[config.mk]
export PLATFORM = sky130hd
export DESIGN_NAME = cfg_loader
export DESIGN_NICKNAME = d
export VERILOG_FILES = /design/src/rtl/cfgld_pkg.sv /design/src/rtl/cfgld_seq.sv /design/src/rtl/cfgld_regs.sv /design/src/rtl/cfg_loader.sv
export SDC_FILE = /design/constraint.sdc
export NUM_CORES = 1
export LEC_CHECK = 0
export BUFFER_PORTS_ARGS = -buffer_cell sky130_fd_sc_hd__buf_2
export CAP_MARGIN = 20
export CORE_MARGIN = 4
export CORE_UTILIZATION = 48
export DETAILED_ROUTE_END_ITERATION = 16
export PLACE_DENSITY = 0.77
export SLEW_MARGIN = 0
export SYNTH_ARGS = -nofsm -noshare
export SYNTH_HDL_FRONTEND = slang
export SYNTH_HIERARCHICAL = 1
export SYNTH_SLANG_ARGS = --single-unit
export TNS_END_PERCENT = 10
[constraint.sdc]
create_clock -name clk -period 2.55 [get_ports clk]
set_input_delay 0.51 -clock clk [delete_from_list [all_inputs] [get_ports clk]]
set_output_delay 0.51 -clock clk [all_outputs]
set_load 0.02 [all_outputs]
[src/rtl/cfgld_pkg.sv]
package cfgld_pkg;

  localparam int BYTE_W  = 8;
  localparam int ADDR_W  = 8;
  localparam int OUT_W   = 16;
  localparam int IN_W    = 8;
  localparam int PORCH_W = 11;
  localparam int N_STEPS = 8;                  // probe + seven data bytes
  localparam int IDX_W   = $clog2(N_STEPS);
  localparam int HI_W    = PORCH_W - BYTE_W;   // porch bits held in the high byte

  typedef logic [IDX_W-1:0] idx_t;

  typedef struct packed {
    logic [OUT_W-1:0]   out_fmt;
    logic [IN_W-1:0]    in_fmt;
    logic [PORCH_W-1:0] hbp;
    logic [PORCH_W-1:0] vbp;
  } cfg_t;

  typedef enum logic [1:0] {ST_GAP, ST_REQ, ST_DONE} ld_state_t;

  localparam idx_t LAST_IDX = idx_t'(N_STEPS - 1);

  // EEPROM address fetched at each data step (step 0 is the probe)
  function automatic logic [ADDR_W-1:0] step_addr(idx_t idx);
    case (idx)
      idx_t'(1): step_addr = 8'h81;
      idx_t'(2): step_addr = 8'h82;
      idx_t'(3): step_addr = 8'h85;
      idx_t'(4): step_addr = 8'h86;
      idx_t'(5): step_addr = 8'h87;
      idx_t'(6): step_addr = 8'h88;
      idx_t'(7): step_addr = 8'h89;
      default:   step_addr = 8'h80;
    endcase
  endfunction

  // Place one fetched byte into the configuration image
  function automatic cfg_t cfg_merge(cfg_t cur, idx_t idx, logic [BYTE_W-1:0] b);
    cfg_t nxt;
    nxt = cur;
    case (idx)
      idx_t'(1): nxt.out_fmt[BYTE_W-1:0]        = b;
      idx_t'(2): nxt.out_fmt[OUT_W-1:BYTE_W]    = b;
      idx_t'(3): nxt.in_fmt                     = b;
      idx_t'(4): nxt.hbp[BYTE_W-1:0]            = b;
      idx_t'(5): nxt.hbp[PORCH_W-1:BYTE_W]      = b[HI_W-1:0];
      idx_t'(6): nxt.vbp[BYTE_W-1:0]            = b;
      idx_t'(7): nxt.vbp[PORCH_W-1:BYTE_W]      = b[HI_W-1:0];
      default:   nxt = cur;
    endcase
    return nxt;
  endfunction

endpackage

[src/rtl/cfgld_seq.sv]
module cfgld_seq
  import cfgld_pkg::*;
#(
  parameter logic [ADDR_W-1:0] PROBE_ADDR = 8'h80
) (
  input  logic              clk,
  input  logic              rst_n,
  input  logic              rd_valid,
  input  logic [BYTE_W-1:0] rd_data,
  output logic              rd_req,
  output logic [ADDR_W-1:0] rd_addr,
  output logic              wr_en,
  output idx_t              wr_idx,
  output logic [BYTE_W-1:0] wr_data,
  output logic              dflt_load,
  output logic              done
);

  ld_state_t st;
  idx_t      idx;

  // named internal events
  wire rsp_take   = (st == ST_REQ) && rd_valid;
  wire probe_step = (idx == '0);
  wire probe_hit  = rsp_take && probe_step && (rd_data == '0);
  wire probe_miss = rsp_take && probe_step && (rd_data != '0);
  wire last_take  = rsp_take && (idx == LAST_IDX);

  always_ff @(posedge clk or negedge rst_n) begin
    if (!rst_n) begin
      st  <= ST_GAP;
      idx <= '0;
    end else begin
      case (st)
        ST_GAP: st <= ST_REQ;
        ST_REQ: begin
          if (probe_miss || last_take) begin
            st <= ST_DONE;
          end else if (probe_hit || rsp_take) begin
            st  <= ST_GAP;
            idx <= idx + idx_t'(1);
          end
        end
        default: st <= ST_DONE;
      endcase
    end
  end

  assign rd_req    = (st == ST_REQ);
  assign rd_addr   = probe_step ? PROBE_ADDR : step_addr(idx);
  assign wr_en     = rsp_take && !probe_step;
  assign wr_idx    = idx;
  assign wr_data   = rd_data;
  assign dflt_load = probe_miss;
  assign done      = (st == ST_DONE);


  req_hold_chk: assert property (@(posedge clk) disable iff (!rst_n)
    (rd_req && !rd_valid) |=> (rd_req && $stable(rd_addr)));

  req_gap_chk: assert property (@(posedge clk) disable iff (!rst_n)
    (rd_req && rd_valid) |=> !rd_req);

  done_sticky_chk: assert property (@(posedge clk) disable iff (!rst_n)
    done |=> done);

  no_req_after_done_chk: assert property (@(posedge clk) disable iff (!rst_n)
    done |-> !rd_req);

  miss_ends_chk: assert property (@(posedge clk) disable iff (!rst_n)
    probe_miss |=> done);

endmodule

[src/rtl/cfgld_regs.sv]
module cfgld_regs
  import cfgld_pkg::*;
#(
  parameter cfg_t SET_A = '0,
  parameter cfg_t SET_B = '0
) (
  input  logic              clk,
  input  logic              rst_n,
  input  logic              wr_en,
  input  idx_t              wr_idx,
  input  logic [BYTE_W-1:0] wr_data,
  input  logic              dflt_load,
  input  logic              dflt_sel,
  output cfg_t              cfg
);

  cfg_t cfg_q;
  cfg_t dflt_pick;

  assign dflt_pick = dflt_sel ? SET_B : SET_A;

  always_ff @(posedge clk or negedge rst_n) begin
    if (!rst_n) begin
      cfg_q <= '0;
    end else if (dflt_load) begin
      cfg_q <= dflt_pick;
    end else if (wr_en) begin
      cfg_q <= cfg_merge(cfg_q, wr_idx, wr_data);
    end
  end

  assign cfg = cfg_q;


  dflt_value_chk: assert property (@(posedge clk) disable iff (!rst_n)
    dflt_load |=> (cfg_q == ($past(dflt_sel) ? SET_B : SET_A)));

  porch_hi_chk: assert property (@(posedge clk) disable iff (!rst_n)
    (wr_en && wr_idx == idx_t'(5)) |=>
      (cfg_q.hbp[PORCH_W-1:BYTE_W] == $past(wr_data[HI_W-1:0])) &&
      $stable(cfg_q.hbp[BYTE_W-1:0]) && $stable(cfg_q.vbp));

endmodule

[src/rtl/cfg_loader.sv]
module cfg_loader
  import cfgld_pkg::*;
#(
  parameter logic [ADDR_W-1:0]  PROBE_ADDR  = 8'h80,
  parameter logic [OUT_W-1:0]   DEFA_OUT    = 16'h0018,
  parameter logic [IN_W-1:0]    DEFA_IN     = 8'h10,
  parameter logic [PORCH_W-1:0] DEFA_HBP    = 11'd296,
  parameter logic [PORCH_W-1:0] DEFA_VBP    = 11'd35,
  parameter logic [OUT_W-1:0]   DEFB_OUT    = 16'h1208,
  parameter logic [IN_W-1:0]    DEFB_IN     = 8'h18,
  parameter logic [PORCH_W-1:0] DEFB_HBP    = 11'd160,
  parameter logic [PORCH_W-1:0] DEFB_VBP    = 11'd29
) (
  input  logic               clk,
  input  logic               rst_n,
  input  logic               dflt_sel,
  output logic               rd_req,
  output logic [ADDR_W-1:0]  rd_addr,
  input  logic               rd_valid,
  input  logic [BYTE_W-1:0]  rd_data,
  output logic               done,
  output logic [OUT_W-1:0]   out_fmt,
  output logic [IN_W-1:0]    in_fmt,
  output logic [PORCH_W-1:0] hbp,
  output logic [PORCH_W-1:0] vbp
);

  localparam cfg_t SET_A = '{out_fmt: DEFA_OUT, in_fmt: DEFA_IN, hbp: DEFA_HBP, vbp: DEFA_VBP};
  localparam cfg_t SET_B = '{out_fmt: DEFB_OUT, in_fmt: DEFB_IN, hbp: DEFB_HBP, vbp: DEFB_VBP};

  logic              wr_en;
  idx_t              wr_idx;
  logic [BYTE_W-1:0] wr_data;
  logic              dflt_load;
  cfg_t              cfg;

  cfgld_seq #(.PROBE_ADDR(PROBE_ADDR)) u_seq (
    .clk       (clk),
    .rst_n     (rst_n),
    .rd_valid  (rd_valid),
    .rd_data   (rd_data),
    .rd_req    (rd_req),
    .rd_addr   (rd_addr),
    .wr_en     (wr_en),
    .wr_idx    (wr_idx),
    .wr_data   (wr_data),
    .dflt_load (dflt_load),
    .done      (done)
  );

  cfgld_regs #(.SET_A(SET_A), .SET_B(SET_B)) u_regs (
    .clk       (clk),
    .rst_n     (rst_n),
    .wr_en     (wr_en),
    .wr_idx    (wr_idx),
    .wr_data   (wr_data),
    .dflt_load (dflt_load),
    .dflt_sel  (dflt_sel),
    .cfg       (cfg)
  );

  assign out_fmt = cfg.out_fmt;
  assign in_fmt  = cfg.in_fmt;
  assign hbp     = cfg.hbp;
  assign vbp     = cfg.vbp;


  cfg_frozen_chk: assert property (@(posedge clk) disable iff (!rst_n)
    done |=> ($stable(out_fmt) && $stable(in_fmt) && $stable(hbp) && $stable(vbp)));

  stray_valid_chk: assert property (@(posedge clk) disable iff (!rst_n)
    (rd_valid && !rd_req) |=> ($stable(out_fmt) && $stable(in_fmt) && $stable(hbp) && $stable(vbp)));

endmodule

==> impl_results.md, run 1 <==
* Clock share of power at 0.134
* Initial Util at 0.497
* Most frequent cells in the layout: buf_2, dfrtp_1, nor2_1
* Post-synthesis sequential area ratio at 0.503
* P_leak at 1.47 nW
* Vias at approximately 1900
* Share of cells above drive strength 1 at 0.332
* Antenna violations before repair at 0
* Internal at ~2.1 mW
* Distinct cells, synth at 36
* Clk_lat worst skew at roughly 300 ps
* Vias per inst at about 5.3
* Seq cells post-synth at 51
* Die height at around 81 um
* Avg WL per Cell at around 16 um
* Floorplan row count at 26
* Highest metal used: met4
* Yosys warning count at 6
* I/O pin cnt at between 60 and 70
* # diodes at 0
* Vias in the first global route at between 1500 and 2000
* Total Routing Usage GR at 0.188
* TritonCTS buffer count at 5
* Combinational share of power at 0.503
* GPL Wtd Cong at 0.839
* Mapped Cells at around 220
* CTS tree: yes
* First-pass GRT wire length at 9.36 mm
* DR WL met3 at 333 um
* Hold Path Class: primary input to asynchronous set/reset pin
* Total placed cells including tap cells at 348
* Slew HR at 0.576
* Fmax at roughly 440 MHz
* Grt ovf at 0
* NetSw at roughly 1.6 mW
* Die area at 6510 um^2
* Endpoint class of the critical path: flip-flop
* WL final at around 5.7 mm
* CTS H-tree depth at 2
* Synth top area share at 0.503
* Core Area at between 5000 and 6000 um^2
* Largest cells by area after synthesis: dfrtp_1, mux2i_1, nor2_1
* CP arrival at between 2000 and 2500 ps
* Worst path max stage delay at between 300 and 400 ps
* Hpwl dp at 4.09 mm
* Max Root-Sink Buffers at 2
* Multi-input logic area at 1090 um^2
* Worst Path Max Fanout at 23
* Switching share of power at 0.432
* First-pass DRT Iterations at 4
* Routed wl met2 at 2.65 mm
* Final Cycle Share at 0.901
* Most common cell after layout, fill and taps aside: buf_2
* Reg clk slew, reported paths at ~90 ps
* CP Cell Sequence: inv_1, ha_1, nor2b_1, o21ai_1, nor3_4, buf_4, nor3_1, a221oi_1
* Number of DRC markers in iteration 0 at between 100 and 150
* Horiz. Die Dim at 80.7 um
* Area Growth Syn to Fin at 16.9%
* CTS Root Buffer Type: clkbuf_8
* Max-cap viol count at 0
* Pins over their slew limit at 0
* VDD IR max at between 700 and 800 uV
* RSZ-0062 raised after global routing: no
* CP max stage cell: dfrtp_1
* Largest net degree at the start of global routing at 52
* Crit path kind: flip-flop to flip-flop
* Final min period at approximately 2300 ps
* Post-route ant nets at 0
* Post-synth top area cell: dfrtp_1
* CP required at approximately 2700 ps
* Final hold viol count at 0
* Worst Path Buf+Inv at 2
* Worst-Margin Slew at roughly 640 ps
* Final std cells w/o fill at between 300 and 400
* Post-CTS Setup Repair Bufs at 0
* Mapped Avg Cell Area at 11.3 um^2
* Sequential power share at 0.363
* Status: complete, no violations
* CP Launch Type: flip-flop
* DRC at 0
* Clk_skew at approximately 6.9 ps
* Final setup fails at 0
* Final core utilization at 0.581
* Nets at roughly 300
* Mapped Area at around 2500 um^2
* Setup TNS Final at 0 ps
* PD cells at about 1200 nW/um^2
* Fillers at about 460
* DRT met1 WL at between 2 and 3 mm
* Crit path max-delay family: simple AND/OR/NAND/NOR gates
* Register area at ~1300 um^2
* CTS sink count at between 50 and 60
* Port Buffers at between 60 and 70
-- cells by family (layout without fill, tap and decap cells) --
group	Yosys count	count (layout)	share of synthesized area
buffers and inverters	27	87	0.0760
and+or+nand+nor	78	78	0.164
DFF	51	51	0.503
other	2	4	0.00296
AOI/OAI and AO/OA	30	30	0.106
muxes	30	30	0.118
adders and majority gates	6	6	0.0296
-- flip-flops by register name (all words and copies together), names as in the netlist --
name          cells
u_regs/cfg       46
u_seq/st          2
u_seq/wr_idx      3
-- Yosys cell counts (all sizes together) --
| cell type | instances |
|---|---|
| a211o | 4 |
| a211oi | 1 |
| a21oi | 3 |
| a221oi | 5 |
| and4b | 2 |
| and4bb | 4 |
| buf | 20 |
| clkbuf | 3 |
| conb | 2 |
| dfrtp | 51 |
| ha | 6 |
| inv | 4 |
| mux2i | 30 |
| nand2 | 10 |
| nand2b | 2 |
| nand4 | 1 |
| nand4b | 1 |
| nor2 | 41 |
| nor2b | 7 |
| nor3 | 7 |
| o211ai | 4 |
| o21a | 1 |
| o21ai | 3 |
| o21ba | 1 |
| o311a | 7 |
| o32a | 1 |
| or2b | 1 |
| or4 | 2 |
-- what timing repair did --
item                       in CTS  in global routing
setup endpoints to repair       0                  5
resized for setup               0                  1
hold buffers                    0                  0
-- routing by layer --
| layer | vias up | GRT usage |
|---|---|---|
| met1 | 934 | 0.261 |
| li1 | 895 | - |
| met5 | - | 0 |
| met4 | 0 | 0.0355 |
| met3 | 5 | 0.0426 |
| met2 | 46 | 0.305 |
-- stage by stage --
stage	power [mW]	worst slack, ps	hold slack, ps	instance area [um^2]
3_3_place_gp	3.16	296	507	2860
6_report	3.68	251	304	2970
4_1_cts	3.70	195	320	2960
3_5_place_dp	3.21	214	509	2860
5_1_grt	3.95	55.4	360	2970
2_1_floorplan	2.59	423	214	2540
-- area by class of cell --
| cell class | instances | area share |
|---|---|---|
| Clock buffer | 7 | 0.0291 |
| Clock inverter | 1 | 0.00295 |
| Inverter | 4 | 0.00506 |
| Multi-Input combinational cell | 148 | 0.366 |
| Sequential cell | 51 | 0.430 |
| Tap cell | 70 | 0.0295 |
| Timing Repair Buffer | 75 | 0.137 |
-- final timing paths --
kind	endpoint	slack (ps)	depth (start not counted)	startpoint
max	u_regs/cfg[19]	250	8	u_seq/wr_idx[1]
min	u_regs/cfg[17]	300	2	rst_n
max reg2reg	u_regs/cfg[19]	250	8	u_seq/wr_idx[1]
min reg2reg	u_regs/cfg[22]	520	2	u_regs/cfg[22]
max in group asynchronous	u_regs/cfg[8]	1820	2	rst_n
min in group clk	u_seq/st[0]	430	2	rd_valid
-- power groups by stage --
stage                     Sequential [mW]  Combinational [mW]  Clock (mW)
after global placement               1.34                1.82           0
after detailed placement             1.35                1.86           0
after floorplan                      1.72               0.867           0
after global routing                 1.39                2.03       0.530
after CTS                            1.34                1.86       0.501
final                                1.34                1.85       0.492
(Power assumes the default switching activity.)
==> inputs of run 2 (changes only) <==
SETUP_SLACK_MARGIN = 0.5   (was not set)
==> impl_results.md, run 2 (synthesis gave the netlist of run 1 again) <==
* Reg clk slew, reported paths at about 90 ps
* Final Power at 4.00 mW
* WL final at roughly 5.9 mm
* Most frequent cells in the layout: buf_2, dfrtp_1, nor2_1
* Total placed cells including tap cells at around 350
* Die area at approximately 6500 um^2
* Most used cell, CP: buf_6
* Final hold viol count at 0
* Hpwl dp at 4.05 mm
* TritonCTS buffer count at 5
* Max FFs per register at 46
* Final Cycle Share at 0.845
* NetSw at between 1.5 and 2 mW
* CTS sink count at between 50 and 60
* Worst Path Max Fanout at 3
* Post-route ant nets at 0
* Hold Path Class: primary input to asynchronous set/reset pin
* Combinational share of power at 0.521
* FF-to-FF Start: u_seq/wr_idx[1]
* I/O pin cnt at 68
* Slew HR at 0.575
* Final core utilization at 0.617
* Vias per inst at approximately 5.2
* FF-to-FF End: u_regs/cfg[34]
* Max-cap viol count at 0
* CP Cell Sequence: buf_6, ha_4, ha_2, o32a_1, buf_6
* CTS H-tree depth at 2
* Final setup fails at 0
* Number of DRC markers in iteration 0 at about 160
* First-pass DRT Iterations at 4
* Switching share of power at 0.422
* Crit path max-delay family: flip-flops
* R2R Setup Slk at between 400 and 500 ps
* CP max stage cell: dfrtp_1
* Fin Hold WS at roughly 300 ps
* Pins over their slew limit at 0
* Core Area at ~5100 um^2
* RSZ-0062 raised after global routing: yes
* Crit path kind: flip-flop to output port
* Grt ovf at 0
* Max Root-Sink Buffers at 2
* Total Routing Usage GR at 0.190
* CTS tree: yes
* Port Buffers at 63
* Fmax at 464 MHz
* Die height at 80.7 um
* CTS Hold Bufs at 0
* Worst path max stage delay at 420 ps
* Worst-Margin Slew at around 640 ps
* Endpoint class of the critical path: output port
* # diodes at 0
* Area Growth Syn to Fin at 24.3%
* Worst Path Buf+Inv at 2
* Internal at roughly 2.3 mW
* First-pass GRT wire length at about 9.5 mm
* Vias at ~1900
* Sequential power share at 0.336
* Final std cells w/o fill at ~360
* GPL Wtd Cong at about 0.77
* Antenna violations before repair at 0
* Most common cell after layout, fill and taps aside: buf_2
* Initial Util at 0.497
* Avg WL per Cell at 16.3 um
* Share of cells above drive strength 1 at 0.395
* Critical Path Stages at 5
* DRC at 0
* Clk_skew at 2.01 ps
* Floorplan row count at 26
* Clk_lat worst skew at approximately 300 ps
* Setup TNS Final at 0 ps
* CP Launch Type: flip-flop
* Horiz. Die Dim at between 80 and 90 um
* Clock share of power at 0.142
* CP arrival at around 1600 ps
* PD cells at between 1000 and 1500 nW/um^2
* Nets at between 300 and 400
* CTS Root Buffer Type: clkbuf_8
* Largest net degree at the start of global routing at 52
* Vias in the first global route at approximately 1800
* P_leak at 1.53 nW
* R2R depth at 9
* CP required at 2040 ps
* Final min period at about 2200 ps
* Status: complete, no violations
* VDD IR max at about 700 uV
## run 2: cell count changes in the layout (fill, tap and decap cells not counted), sizes merged
cell / before / now
bufinv: 0 / 1
clkbuf: 7 / 5
clkinv: 1 / 2
buf: 75 / 83
## run 2: how the worst max path moves through the flow
stage | startpoint | end | slack (ps)
after floorplan | u_seq/wr_idx[1] | u_regs/cfg[34] | 470
after global placement | rd_data[5] | u_regs/cfg[42] | 290
after detailed placement | rd_data[1] | u_regs/cfg[42] | 200
after CTS | u_seq/wr_idx[1] | rd_addr[0] | 420
after global routing | u_seq/wr_idx[1] | rd_addr[0] | 350
final | u_seq/wr_idx[1] | rd_addr[0] | 400
## run 2: timing repair
| item | in CTS | in global routing |
|---|---|---|
| pin swaps | 3 | 3 |
| setup endpoints to repair | 44 | 40 |
| resized for setup | 16 | 7 |
| gates cloned | 0 | 0 |
| setup buffers | 5 | 5 |
## run 2: layer usage
| layer | up-vias | GRT usage | wire, um |
|---|---|---|---|
| li1 | 914 | - | - |
| met1 | 924 | 0.263 | 2750 |
| met2 | 60 | 0.298 | 2780 |
| met3 | 6 | 0.0460 | 353 |
| met4 | 0 | 0.0524 | 55 |
| met5 | - | 0 | 0 |
## run 2: area by class of cell
cell class / count / area, um^2
repair buffers: 83 / 507
clock inverters: 3 / 43.8
flip-flops and latches: 51 / 1280
multi-input cells: 148 / 1150
fillers: 408 / 1960
clock buffers: 5 / 68.8
inverters: 4 / 15.0
well taps: 70 / 87.6
## run 2: power groups by stage
stage,Clock (mW),Combinational (mW),Sequential (mW)
detailed placement,0,1.84,1.37
global route,0.612,2.26,1.39
global placement,0,1.80,1.36
finish,0.569,2.08,1.35
CTS,0.583,1.96,1.37
floorplan,0,0.874,1.73
## run 2: through the flow
stage | cell area, um^2 | setup WS, ps
after floorplan | 2550 | 466
after global placement | 2870 | 293
after detailed placement | 2870 | 199
after CTS | 3090 | 423
after global routing | 3150 | 354
final | 3150 | 395
==> inputs of run 3 (changes only) <==
clock period = 2.26 ns   (was 2.55 ns; I/O delays follow)
==> impl_results.md, run 3 (synthesis gave the netlist of run 1 again) <==
* Reg clk slew, reported paths at around 100 ps
* Most common cell after layout, fill and taps aside: buf_2
* Setup TNS Final at 0 ps
* CTS sink count at around 50
* CP required at approximately 1800 ps
* Vias per inst at around 5.3
* Vias at 2063
* Crit path kind: flip-flop to output port
* Max Root-Sink Buffers at 2
* Hpwl dp at ~4.1 mm
* Status: complete, no violations
* CTS tree: yes
* Pins over their slew limit at 0
* First-pass GRT wire length at around 10 mm
* Slew HR at 0.594
* Fmax at between 400 and 500 MHz
* Final min period at 2090 ps
* CTS Hold Bufs at 0
* Final hold viol count at 0
* CP arrival at roughly 1600 ps
* Core Area at 5110 um^2
* Final Power at 4.88 mW
* Total Routing Usage GR at 0.205
* Post-route ant nets at 0
* DRC at 0
* Hold Path Class: primary input to asynchronous set/reset pin
* CTS Root Buffer Type: clkbuf_8
* Most frequent cells in the layout: buf_2, dfrtp_1, nor2_1
* CTS H-tree depth at 2
* Final Cycle Share at 0.926
* Vias in the first global route at 2091
* Area Growth Syn to Fin at 35.6%
* Final setup fails at 0
* Avg WL per Cell at 16.6 um
* Port Buffers at between 60 and 70
* Number of DRC markers in iteration 0 at between 100 and 150
* # diodes at 0
* Worst Path Max Fanout at 3
* R2R depth at 9
* PD cells at approximately 1400 nW/um^2
* Floorplan row count at 26
* I/O pin cnt at between 60 and 70
* WL final at roughly 6.5 mm
* FF-to-FF Start: u_seq/wr_idx[0]
* CP Launch Type: flip-flop
* Final core utilization at 0.673
* Clk_lat worst skew at between 300 and 400 ps
* Largest net degree at the start of global routing at 28
* Antenna violations before repair at 0
* Nets at around 340
* Max-cap viol count at 0
* Die height at between 80 and 90 um
* Die area at roughly 6500 um^2
* Initial Util at 0.497
* Clk_skew at between 4 and 5 ps
* First-pass DRT Iterations at 4
* R2R Setup Slk at approximately 250 ps
* P_leak at 1.69 nW
* Endpoint class of the critical path: output port
* Max FFs per register at 46
* GPL Wtd Cong at slightly below 0.8
* RSZ-0062 raised after global routing: yes
* TritonCTS buffer count at 5
* Worst-Margin Slew at around 600 ps
* FF-to-FF End: u_regs/cfg[33]
* VDD IR max at ~860 uV
* Share of cells above drive strength 1 at 0.466
* Horiz. Die Dim at 80.7 um
* Grt ovf at 0
==> run 3: cell count changes in the layout (fill, tap and decap cells not counted), moves of 2 or more <==
cell,change
nor2_2,+2
dfrtp_1,-2
inv_1,-2
buf_6,+8
inv_4,+2
nor2_1,-3
dfrtp_2,+2
and4bb_2,-2
and4bb_1,+2
buf_4,+19
==> run 3: what timing repair did <==
| action | 4_1_cts | 5_1_grt |
|---|---|---|
| pin swaps | 6 | 6 |
| buffers inserted | 22 | 6 |
| setup endpoints to repair | 51 | 53 |
| resized for setup | 19 | 11 |
==> run 3: worst max-delay path by stage <==
stage / end / startpoint
floorplan: u_regs/cfg[18] / rd_data[2]
global route: rd_addr[0] / u_seq/wr_idx[0]
detailed placement: u_regs/cfg[34] / u_seq/wr_idx[0]
global placement: u_regs/cfg[42] / rd_data[4]
CTS: rd_addr[0] / u_seq/wr_idx[0]
finish: rd_addr[0] / u_seq/wr_idx[0]
==> run 3: critical path, stage by stage (launching register included) <==
cell and delay, ps:
dfrtp_2 420, buf_6 130, ha_4 160, ha_4 150, o32a_1 330, buf_6 140
==> run 3: report_power, final <==
part | total (mW) | switching (mW) | internal, mW
Sequential | 1.53 | 0.243 | 1.29
Combinational | 2.58 | 1.43 | 1.15
Clock | 0.761 | 0.312 | 0.449
==> run 3: area by class of cell <==
cell class              count  area (um^2)
clock buffers               5         68.8
clock inverters             3         71.3
fillers                   372         1670
inverters                   4         20.0
multi-input cells         148         1190
flip-flops and latches     51         1280
well taps                  70         87.6
repair buffers            109          719
==> run 3: metrics by stage <==
| stage | cells | hold WS, ps | area, um^2 | setup WS (ps) |
|---|---|---|---|---|
| 5_1_grt | 390 | 170 | 3440 | 107 |
| 3_5_place_dp | 354 | 492 | 2980 | 105 |
| 6_report | 390 | 142 | 3440 | 168 |
| 4_1_cts | 384 | 155 | 3360 | 192 |
| 3_3_place_gp | 354 | 491 | 2980 | 170 |
| 2_1_floorplan | 226 | 156 | 2620 | 449 |
==> run 3: per-layer routing <==
metal / GRT usage / wire length [um]
met3: 0.0538 / 445
met1: 0.272 / 2860
met5: 0 / 0
met2: 0.329 / 3090
met4: 0.0591 / 95
